==> config.mk <==
export PLATFORM = sky130hd
export DESIGN_NAME = motor_torque_pwm
export DESIGN_NICKNAME = d
export VERILOG_FILES = /design/src/rtl/mtp_pkg.sv /design/src/rtl/tri_sweep.sv /design/src/rtl/pwm_window_cmp.sv /design/src/rtl/torque_guard.sv /design/src/rtl/motor_torque_pwm.sv
export SDC_FILE = /design/constraint.sdc
export NUM_CORES = 1
export LEC_CHECK = 0
export ABC_AREA = 1
export CORE_ASPECT_RATIO = 1.1
export CORE_MARGIN = 8
export CORE_UTILIZATION = 56
export DETAILED_ROUTE_END_ITERATION = 16
export PLACE_DENSITY = 0.85
export RECOVER_POWER = 100
export SLEW_MARGIN = 10
export SYNTH_ARGS = -nofsm -noshare
export SYNTH_HDL_FRONTEND = slang
export SYNTH_SLANG_ARGS = --single-unit
==> constraint.sdc <==
create_clock -name clk -period 3.89 [get_ports clk]
set_clock_uncertainty 0.05 [all_clocks]
set_input_delay 0.778 -clock clk [delete_from_list [all_inputs] [get_ports clk]]
set_output_delay 0.778 -clock clk [all_outputs]
set_load 0.01 [all_outputs]
==> src/rtl/mtp_pkg.sv <==
package mtp_pkg;

  typedef enum logic {
    SWEEP_UP   = 1'b0,
    SWEEP_DOWN = 1'b1
  } sweep_dir_e;

  // Lower turning point of the triangle for a given counter width.
  function automatic int tri_low(input int w);
    return (1 << w) / 3;
  endfunction

  // Upper turning point of the triangle for a given counter width.
  function automatic int tri_high(input int w);
    return (2 * (1 << w)) / 3;
  endfunction

  // Clock cycles per triangle step for a wanted sweep period.
  function automatic int step_div(input int w, input int clk_khz, input int period_us);
    int span;
    int d;
    span = tri_high(w) - tri_low(w);
    d = (clk_khz / 1000) * period_us / (2 * span);
    return (d < 1) ? 1 : d;
  endfunction

endpackage

==> src/rtl/tri_sweep.sv <==
module tri_sweep #(
  parameter int TRI_W    = 9,
  parameter int TICK_DIV = 1
) (
  input  logic             clk,
  input  logic             rst,
  output logic [TRI_W-1:0] tri_o
);
  import mtp_pkg::*;

  localparam int LOW  = tri_low(TRI_W);
  localparam int HIGH = tri_high(TRI_W);

  logic             step;
  logic [TRI_W-1:0] tri_q;
  sweep_dir_e       dir_q;

  generate
    if (TICK_DIV <= 1) begin : g_every_cycle
      assign step = 1'b1;
    end else begin : g_divided
      localparam int DW = $clog2(TICK_DIV);
      logic [DW-1:0] div_q;
      assign step = (div_q == DW'(TICK_DIV - 1));
      always_ff @(posedge clk) begin
        if (rst || step) div_q <= '0;
        else             div_q <= div_q + 1'b1;
      end
    end
  endgenerate

  always_ff @(posedge clk) begin
    if (rst) begin
      tri_q <= TRI_W'(LOW);
      dir_q <= SWEEP_UP;
    end else if (step) begin
      if (dir_q == SWEEP_UP) begin
        if (tri_q == TRI_W'(HIGH)) begin
          dir_q <= SWEEP_DOWN;
          tri_q <= tri_q - 1'b1;
        end else begin
          tri_q <= tri_q + 1'b1;
        end
      end else begin
        if (tri_q == TRI_W'(LOW)) begin
          dir_q <= SWEEP_UP;
          tri_q <= tri_q + 1'b1;
        end else begin
          tri_q <= tri_q - 1'b1;
        end
      end
    end
  end

  assign tri_o = tri_q;

endmodule

==> src/rtl/pwm_window_cmp.sv <==
module pwm_window_cmp #(
  parameter int TRI_W = 9
) (
  input  logic [TRI_W-1:0] tri_i,
  input  logic [TRI_W-1:0] cmd_i,
  output logic             pwm_o,
  output logic             win_o
);
  import mtp_pkg::*;

  localparam int SPAN   = tri_high(TRI_W) - tri_low(TRI_W);
  localparam int MARGIN = SPAN / 20;

  logic [TRI_W:0] win_thr;

  // One extra bit so that a high command plus margin cannot wrap.
  assign win_thr = {1'b0, cmd_i} + (TRI_W+1)'(MARGIN);
  assign pwm_o   = (tri_i > cmd_i);
  assign win_o   = ({1'b0, tri_i} > win_thr);

endmodule

==> src/rtl/torque_guard.sv <==
module torque_guard #(
  parameter int SNS_W = 8,
  parameter int ACC_W = 12
) (
  input  logic             clk,
  input  logic             rst,
  input  logic             win_i,
  input  logic [SNS_W-1:0] drain_i,
  input  logic [SNS_W-1:0] torque_i,
  output logic             oc_o,
  output logic             trip_o,
  output logic             fault_o,
  output logic [ACC_W-1:0] acc_o
);
  localparam int SW     = SNS_W + 3;
  localparam int THRESH = 1 << (ACC_W - 2);

  logic [SW-1:0]    drain_x4;
  logic [SW-1:0]    torque_x5;
  logic [ACC_W-1:0] acc_q;
  logic             fault_q;

  assign drain_x4  = SW'(drain_i) << 2;
  assign torque_x5 = (SW'(torque_i) << 2) + SW'(torque_i);
  assign oc_o      = win_i && (drain_x4 > torque_x5);
  assign trip_o    = oc_o && !fault_q && (acc_q == ACC_W'(THRESH - 1));

  always_ff @(posedge clk) begin
    if (rst) begin
      acc_q   <= '0;
      fault_q <= 1'b0;
    end else if (fault_q) begin
      acc_q   <= '0;
    end else if (trip_o) begin
      acc_q   <= '0;
      fault_q <= 1'b1;
    end else if (oc_o) begin
      acc_q   <= acc_q + 1'b1;
    end
  end

  assign fault_o = fault_q;
  assign acc_o   = acc_q;

endmodule

==> src/rtl/motor_torque_pwm.sv <==
module motor_torque_pwm #(
  parameter int TRI_W     = 9,
  parameter int SNS_W     = 8,
  parameter int ACC_W     = 12,
  parameter int CLK_KHZ   = 100000,
  parameter int PERIOD_US = 200,
  parameter int TICK_DIV  = mtp_pkg::step_div(TRI_W, CLK_KHZ, PERIOD_US)
) (
  input  logic             clk,
  input  logic             rst,
  input  logic [TRI_W-1:0] speed_cmd_i,
  input  logic [SNS_W-1:0] drain_sns_i,
  input  logic [SNS_W-1:0] torque_ref_i,
  output logic             gate_o,
  output logic             fault_o,
  output logic [ACC_W-1:0] delay_acc_o
);

  logic [TRI_W-1:0] tri_val;
  logic             pwm_raw;
  logic             sense_win;
  logic             over_cur;
  logic             trip;
  logic             gate_q;

  tri_sweep #(.TRI_W(TRI_W), .TICK_DIV(TICK_DIV)) u_sweep (
    .clk   (clk),
    .rst   (rst),
    .tri_o (tri_val)
  );

  pwm_window_cmp #(.TRI_W(TRI_W)) u_cmp (
    .tri_i (tri_val),
    .cmd_i (speed_cmd_i),
    .pwm_o (pwm_raw),
    .win_o (sense_win)
  );

  torque_guard #(.SNS_W(SNS_W), .ACC_W(ACC_W)) u_guard (
    .clk      (clk),
    .rst      (rst),
    .win_i    (sense_win),
    .drain_i  (drain_sns_i),
    .torque_i (torque_ref_i),
    .oc_o     (over_cur),
    .trip_o   (trip),
    .fault_o  (fault_o),
    .acc_o    (delay_acc_o)
  );

  // The trip term cuts the gate on the same edge the latch sets.
  always_ff @(posedge clk) begin
    if (rst) gate_q <= 1'b0;
    else     gate_q <= pwm_raw && !fault_o && !trip;
  end

  assign gate_o = gate_q;

endmodule

==> metrics.cfg, run 1 <==
[setup_path]
cp.arrival_ns=3.75
reg2reg_from=u_sweep.tri_o[3]$_SDFFE_PP1P_
reg2reg_depth=11
crit_buf_inv=3
crit_chain=clkdlybuf4s50_1 > ha_1 > inv_1 > fa_2 > nand3b_1 > nand2_2 > nand3_1 > nand2_1 > xor2_1 > ha_1 > nand2_1 > inv_1 > nand3b_1 > nor2_1 > nor2_1 > nand2_1 > nor2_4 > nand4_4 > nand3_2 > nor2_2
cpPeakStageDelay_ns=0.48
cp_max_fo=6
worstSetupPathType=input pin to flip-flop
crit_required_ns=4.01
startpoint_type=input pin
cp-end-kind=flip-flop
crit_family=simple AND/OR/NAND/NOR gates
cp_common_cell=nand2_1
r2r_end=u_guard.acc_o[6]$_SDFFE_PP0P_
crit_slowest_cell=clkdlybuf4s50_1
r2r_setup_slack_ns=1.73

[clocking]
htreeDepth=2
path_clk_slew_ns=0.07
cts_root_buffer=clkbuf_8
clock-sinks=30
clock_latency_ns=0.28
cts_tree=built
ctsHoldBuffers=0
clockBufferDepth=2
cts_made_buffers=5

[power_and_ir_drop]
p_clk_frac=0.327
p_total_w=0.000789
power_frac_seq=0.401
comb_power_share=0.273
internal_power_w=0.000552
power_leakage_nw=1.67
p_sw_w=0.000237
power_density_nw_per_um2=227
vdd_ir_drop_max_mv=0.195
switching_share=0.301

[floorplan]
fp.dieH_um=91.4
coreArea_um2=5000
io_pins=41
die-area_um2=7720
die_w_um=84.5
initial_utilization=0.579
rows=27

[synth]
synth_most_common_cell=nand2_1
synth_edf_count=0
synth-compound-area-share=0.0843
synth_fa_ha_area_frac=0.167
synth_top_area_share=0.208
async_flop_share=0
ys_top_cells_by_area=dfxtp_1, ha_1, nand2_1, inv_1, xor2_1
syn_nets=497
seq_area_frac_synth=0.208
synth_area_per_cell_um2=6.70
yosys_most_used_dff=dfxtp_1
yosys-top-cells-count=nand2_1, inv_1, ha_1
yosys_warnings=0
synthCells=432
synth_top_area_cell=dfxtp_1
synthesis.area_um2=2890
synth_simple_gate_area_share=0.331
yosysUniqueCellTypes=35
synth.area.mux_share=0
synthXorXnorAreaFrac=0.0939
synth_top_family_by_area=simple AND/OR/NAND/NOR gates
yosys_register_bits=30

[global_routing]
track_usage=0.171
overflow=0
grt_max_degree=15
grt_pass1_wl_mm=11.4
antenna_found_initial=0
grt_pass1_vias=2736

[timing]
drv_slew=0
fin_ws_ns=0.257
rsz0062_at_grt=false
relSlewSlack=0.727
fmax_ghz=0.275
fin_crit_sh=0.934
setup_viol=0
finalHoldViolCount=0
worstMarginPinSlew_ns=0.407
setup-tns-final_ns=0
period_needed_ns=3.63

[route]
drcViolationCount=0
routed_via_density=5.38
wirelength_mm=6.83
wire_per_inst_um=12.7
drt-initial-drc-count=137
vias=2888
firstDrtPassIters=4
antenna_left=0

[place]
dpl.cell_count=525
io_buffer_count=40
gp_congestion=0.848
dp_slack_ns=-0.0988
dp_hpwl_mm=5.35

[status]
status=finished, final reports clean

[worst_hold_path]
hold_end=u_sweep.g_divided.div_q[0]$_SDFF_PP0_
hold_path_startpoint=u_sweep.g_divided.div_q[0]$_SDFF_PP0_
hold_depth=1
hp-class=flip-flop to flip-flop

[run]
max-cap-violations=0

[layout]
multi_input_comb_area_um2=1990
diodes=0
fin_nets=543
stdcell_count=537
area_growth_pct=20.1
drive_gt1_frac=0.0793
fillers=434
seqCellArea_um2=601

[final cells by class]
class | count | area share
clock inverters | 1 | 0.00144
multi-input cells | 323 | 0.573
flip-flops and latches | 30 | 0.173
repair buffers | 45 | 0.128
inverters | 73 | 0.0789
well taps | 58 | 0.0209
clock buffers | 7 | 0.0248
[worst reg2reg max path: stages (launching register included)]
cell     delay, ns
dfxtp_1       0.48
ha_1          0.33
inv_2         0.08
nand2_1       0.05
nor2_1        0.14
nand2_1       0.08
nand3_1       0.11
a21oi_2       0.09
nor2_4        0.23
nand4_4       0.17
nand3_2       0.20
nor2_2        0.05
[sequential cells by signal, summed over array words and instances, names as in the netlist]
name                     cells
u_guard.fault_o              1
u_guard.acc_o               12
gate_o                       1
u_sweep.dir_q                1
u_sweep.tri_o                9
u_sweep.g_divided.div_q      6
[how the worst max path moves through the flow]
stage,cells past startpoint,from,slack (ns),to
after floorplan,20,torque_ref_i[0],0.64,gate_o$_SDFF_PP0_
after global placement,20,torque_ref_i[2],0.03,u_guard.acc_o[1]$_SDFFE_PP0P_
after detailed placement,20,torque_ref_i[0],-0.1,u_guard.acc_o[1]$_SDFFE_PP0P_
after CTS,20,torque_ref_i[2],0.20,u_guard.acc_o[1]$_SDFFE_PP0P_
after global routing,22,torque_ref_i[0],0.05,u_guard.acc_o[1]$_SDFFE_PP0P_
final,20,torque_ref_i[0],0.26,u_guard.acc_o[6]$_SDFFE_PP0P_
[logic make-up (layout without fill, tap and decap cells)]
group,Yosys count,after routing
AOI/OAI and AO/OA,41,41
xor gates and xnor gates,31,31
DFF,30,30
buffers and inverters,80,126
and+or+nand+nor,212,213
adders and majority gates,38,38
[power by group through the flow]
stage	sequential, W	combinational, W	clock (W)
3_5_place_dp	0.000323	0.000199	0
3_3_place_gp	0.000323	0.000191	0
6_report	0.000316	0.000215	0.000258
4_1_cts	0.000316	0.000201	0.000268
5_1_grt	0.000317	0.000239	0.000279
2_1_floorplan	0.000323	0.000136	0
[repair_timing]
action | in CTS | in global routing
endpoints found under the hold margin | 0 | 0
setup endpoints to repair | 0 | 13
setup buffers | 0 | 2
gates resized for setup | 0 | 9
[through the flow]
stage	cell area (um2)	hold WS, ns	util
after global placement	3320	0.396	0.664
final	3470	0.454	0.695
after floorplan	2890	0.384	-
after detailed placement	3320	0.443	0.664
after CTS	3410	0.456	0.682
after global routing	3470	0.471	0.695
[placed cells by master, fill, tap and decap left out, drive strengths merged]
cell type	netlist	layout
nand2	105	105
inv	72	72
nor2	42	42
ha	37	37
nand3	35	36
dfxtp	30	30
clkdlybuf4s50	0	25
xor2	24	24
a21oi	21	21
dlygate4sd3	0	15
nor3	12	12
nand4	10	10
o21ai	10	10
xnor2	7	7
clkbuf	1	7
buf	6	5
nand3b	4	4
o211ai	4	4
o21bai	2	2
a31oi	2	2
nor3b	2	2
clkinv	1	2
o31ai	1	1
o41ai	1	1
nor4	1	1
and3	1	1
fa	1	1
[routing by layer]
layer	part of all wire	wire, um	vias up	track usage
li1	-	-	1482	-
met1	0.42	2890	1300	0.189
met2	0.50	3410	89	0.313
met3	0.063	427	17	0.0450
met4	0.016	107	0	0.0446
met5	0	0	-	0
No activity file was read; power rests on OpenSTA's default activity.
==> run 2: changes to the inputs <==
- CORE_ASPECT_RATIO: 1.1 -> 0.5
- SLEW_MARGIN: 10 -> 20
==> run 2 against run 1 <==
  * Power decreased by 1.0%
  * Critical path depth rose by 1
  * Non-clock buffer count is 2 lower
  * Design area down 0.72%
  * First-iteration DRC count rose by 75%
  * Largest power group unchanged
==> metrics.cfg, run 2 (synthesis gave the netlist of run 1 again) <==
[status]
status=finished, final reports clean

[place]
gp_congestion=0.907  ; +6.9%
dp_slack_ns=-0.0255  ; +0.0733 ns
dp_hpwl_mm=5.09  ; -4.8%
io_buffer_count=40  ; unchanged

[layout]
final_util=0.696  ; +0.00127
diodes=0  ; unchanged
multi_input_comb_area_um2=1960  ; -1.7%
fillers=436  ; +0.46%
largest_reg_flops=12  ; unchanged
area_growth_pct=19.2
fin_nets=540  ; -0.55%
seqCellArea_um2=601  ; unchanged
final_common_cell=nand2_1
drive_gt1_frac=0.0714  ; -0.00790
final_cell_mix=nand2_1, inv_1, ha_1

[clocking]
htreeDepth=2  ; unchanged
clock-sinks=30  ; unchanged
clockBufferDepth=2  ; unchanged
cts_made_buffers=5  ; unchanged
cts_tree=built
clock_latency_ns=0.28  ; about the same
cts_root_buffer=clkbuf_8
path_clk_slew_ns=0.07  ; about the same
ctsHoldBuffers=0  ; unchanged

[setup_path]
cp_max_fo=12  ; +6
r2r_setup_slack_ns=1.85  ; +0.12 ns
reg2reg_from=u_sweep.tri_o[4]$_SDFFE_PP0P_
reg2reg_depth=12  ; +1
endpoint=u_guard.acc_o[1]$_SDFFE_PP0P_
cp.arrival_ns=3.78  ; +0.03 ns
cp-end-kind=flip-flop
startpoint_type=input pin
crit_required_ns=4.02  ; about the same
worstSetupPathType=input pin to flip-flop
critPathLaunch=torque_ref_i[0]
r2r_end=u_guard.acc_o[1]$_SDFFE_PP0P_

[worst_hold_path]
hp-class=flip-flop to flip-flop

[timing]
worstMarginPinSlew_ns=0.448  ; +0.0401 ns
hold_slack_ns=0.429  ; -0.0245 ns
fin_ws_ns=0.240  ; -0.0165 ns
setup_viol=0  ; unchanged
period_needed_ns=3.65  ; +0.0165 ns
relSlewSlack=0.701  ; -0.0254
drv_slew=0  ; unchanged
setup-tns-final_ns=0  ; unchanged
finalHoldViolCount=0  ; unchanged
rsz0062_at_grt=false
fin_crit_sh=0.938  ; +0.00425
fmax_ghz=0.274  ; -0.45%

[global_routing]
grt_max_degree=15  ; unchanged
grt_pass1_wl_mm=11.4  ; +0.36%
met3_usage=0.0430  ; -0.00204
use_met2=0.304  ; -0.00952
grt_util_met1=0.207  ; +0.0179
overflow=0  ; unchanged
track_usage=0.169  ; -0.00183
grt.busiest_layer=met2
antenna_found_initial=0  ; unchanged
grt_pass1_vias=2619  ; -4.3%

[route]
drcViolationCount=0  ; unchanged
wirelength_mm=6.46  ; -5.4%
antenna_left=0  ; unchanged
firstDrtPassIters=4  ; unchanged
drt-initial-drc-count=240  ; +75%
routed_via_density=5.11  ; -5.1%
wire_per_inst_um=11.8  ; -7.0%
vias=2788  ; -3.5%

[floorplan]
die-area_um2=7860  ; +1.8%
initial_utilization=0.584  ; +0.00526
die_w_um=118  ; +39%
coreArea_um2=4950  ; -0.90%
fp.dieH_um=66.8  ; -27%
io_pins=41  ; unchanged
rows=18  ; -33%

[power_and_ir_drop]
switching_share=0.302  ; +0.000914
internal_power_w=0.000546  ; -1.2%
p_clk_frac=0.333  ; +0.006
vdd_ir_drop_max_mv=0.185  ; -5.0%
p_sw_w=0.000236  ; -0.74%
p_total_w=0.000781  ; -1.0%
power_leakage_nw=1.64  ; -1.2%
comb_power_share=0.262  ; -0.011
power_frac_seq=0.405  ; +0.004
power_density_nw_per_um2=226  ; -0.32%

[run]
max-cap-violations=0  ; unchanged

## run 2: per-stage QoR
step	std cells	cell area [um2]
CTS	546	3450
global placement	538	3350
finish	546	3450
detailed placement	538	3350
global route	546	3450
floorplan	432	2890
## run 2: worst min-delay path by stage
stage                                                      from                               endpoint  slack, ns  depth (start not counted)
after floorplan           u_sweep.g_divided.div_q[0]$_SDFF_PP0_  u_sweep.g_divided.div_q[0]$_SDFF_PP0_       0.38                          1
after global placement    u_sweep.g_divided.div_q[0]$_SDFF_PP0_  u_sweep.g_divided.div_q[0]$_SDFF_PP0_       0.40                          1
final                     u_sweep.g_divided.div_q[0]$_SDFF_PP0_  u_sweep.g_divided.div_q[0]$_SDFF_PP0_       0.43                          1
after CTS                 u_sweep.g_divided.div_q[0]$_SDFF_PP0_  u_sweep.g_divided.div_q[0]$_SDFF_PP0_       0.43                          1
after detailed placement  u_sweep.g_divided.div_q[0]$_SDFF_PP0_  u_sweep.g_divided.div_q[0]$_SDFF_PP0_       0.41                          1
after global routing      u_sweep.g_divided.div_q[0]$_SDFF_PP0_  u_sweep.g_divided.div_q[0]$_SDFF_PP0_       0.46                          1
## run 2: layer usage
metal,vias up,routed length (um),part of all wire
met5,-,0,0
met1,1255,3090,0.48
met4,0,23,0.0036
li1,1473,-,-
met3,6,329,0.051
met2,54,3010,0.47
## run 2: cell type report
type	count	area share
multi-input cells	322	0.567
flip-flops and latches	30	0.174
repair buffers	43	0.127
inverters	73	0.0794
well taps	70	0.0254
clock buffers	7	0.0250
clock inverters	1	0.00145
## run 2: timing repair
item	CTS	global route
setup endpoints to repair	0	2
endpoints found under the hold margin	0	0
setup buffers	0	0
gates resized for setup	0	1
## run 2: power groups by stage
stage / clock [W] / sequential [W] / combinational, W
final: 0.000260 / 0.000316 / 0.000205
after global routing: 0.000281 / 0.000317 / 0.000229
after CTS: 0.000264 / 0.000316 / 0.000204
after detailed placement: 0 / 0.000323 / 0.000203
after global placement: 0 / 0.000323 / 0.000198
after floorplan: 0 / 0.000323 / 0.000136
## run 2: critical path: stages
cell	delay [ns]
clkdlybuf4s50_1	0.50
ha_1	0.17
inv_1	0.05
fa_1	0.38
nand3b_1	0.18
nand2_2	0.12
nand3_1	0.08
nand2_1	0.08
xor2_1	0.16
ha_1	0.26
nand2_1	0.07
inv_1	0.05
nand3b_1	0.08
nor2_1	0.04
nor2_1	0.09
nand2_1	0.08
nor2_4	0.15
nand4_2	0.12
nand3_2	0.12
buf_12	0.16
nor2_1	0.05
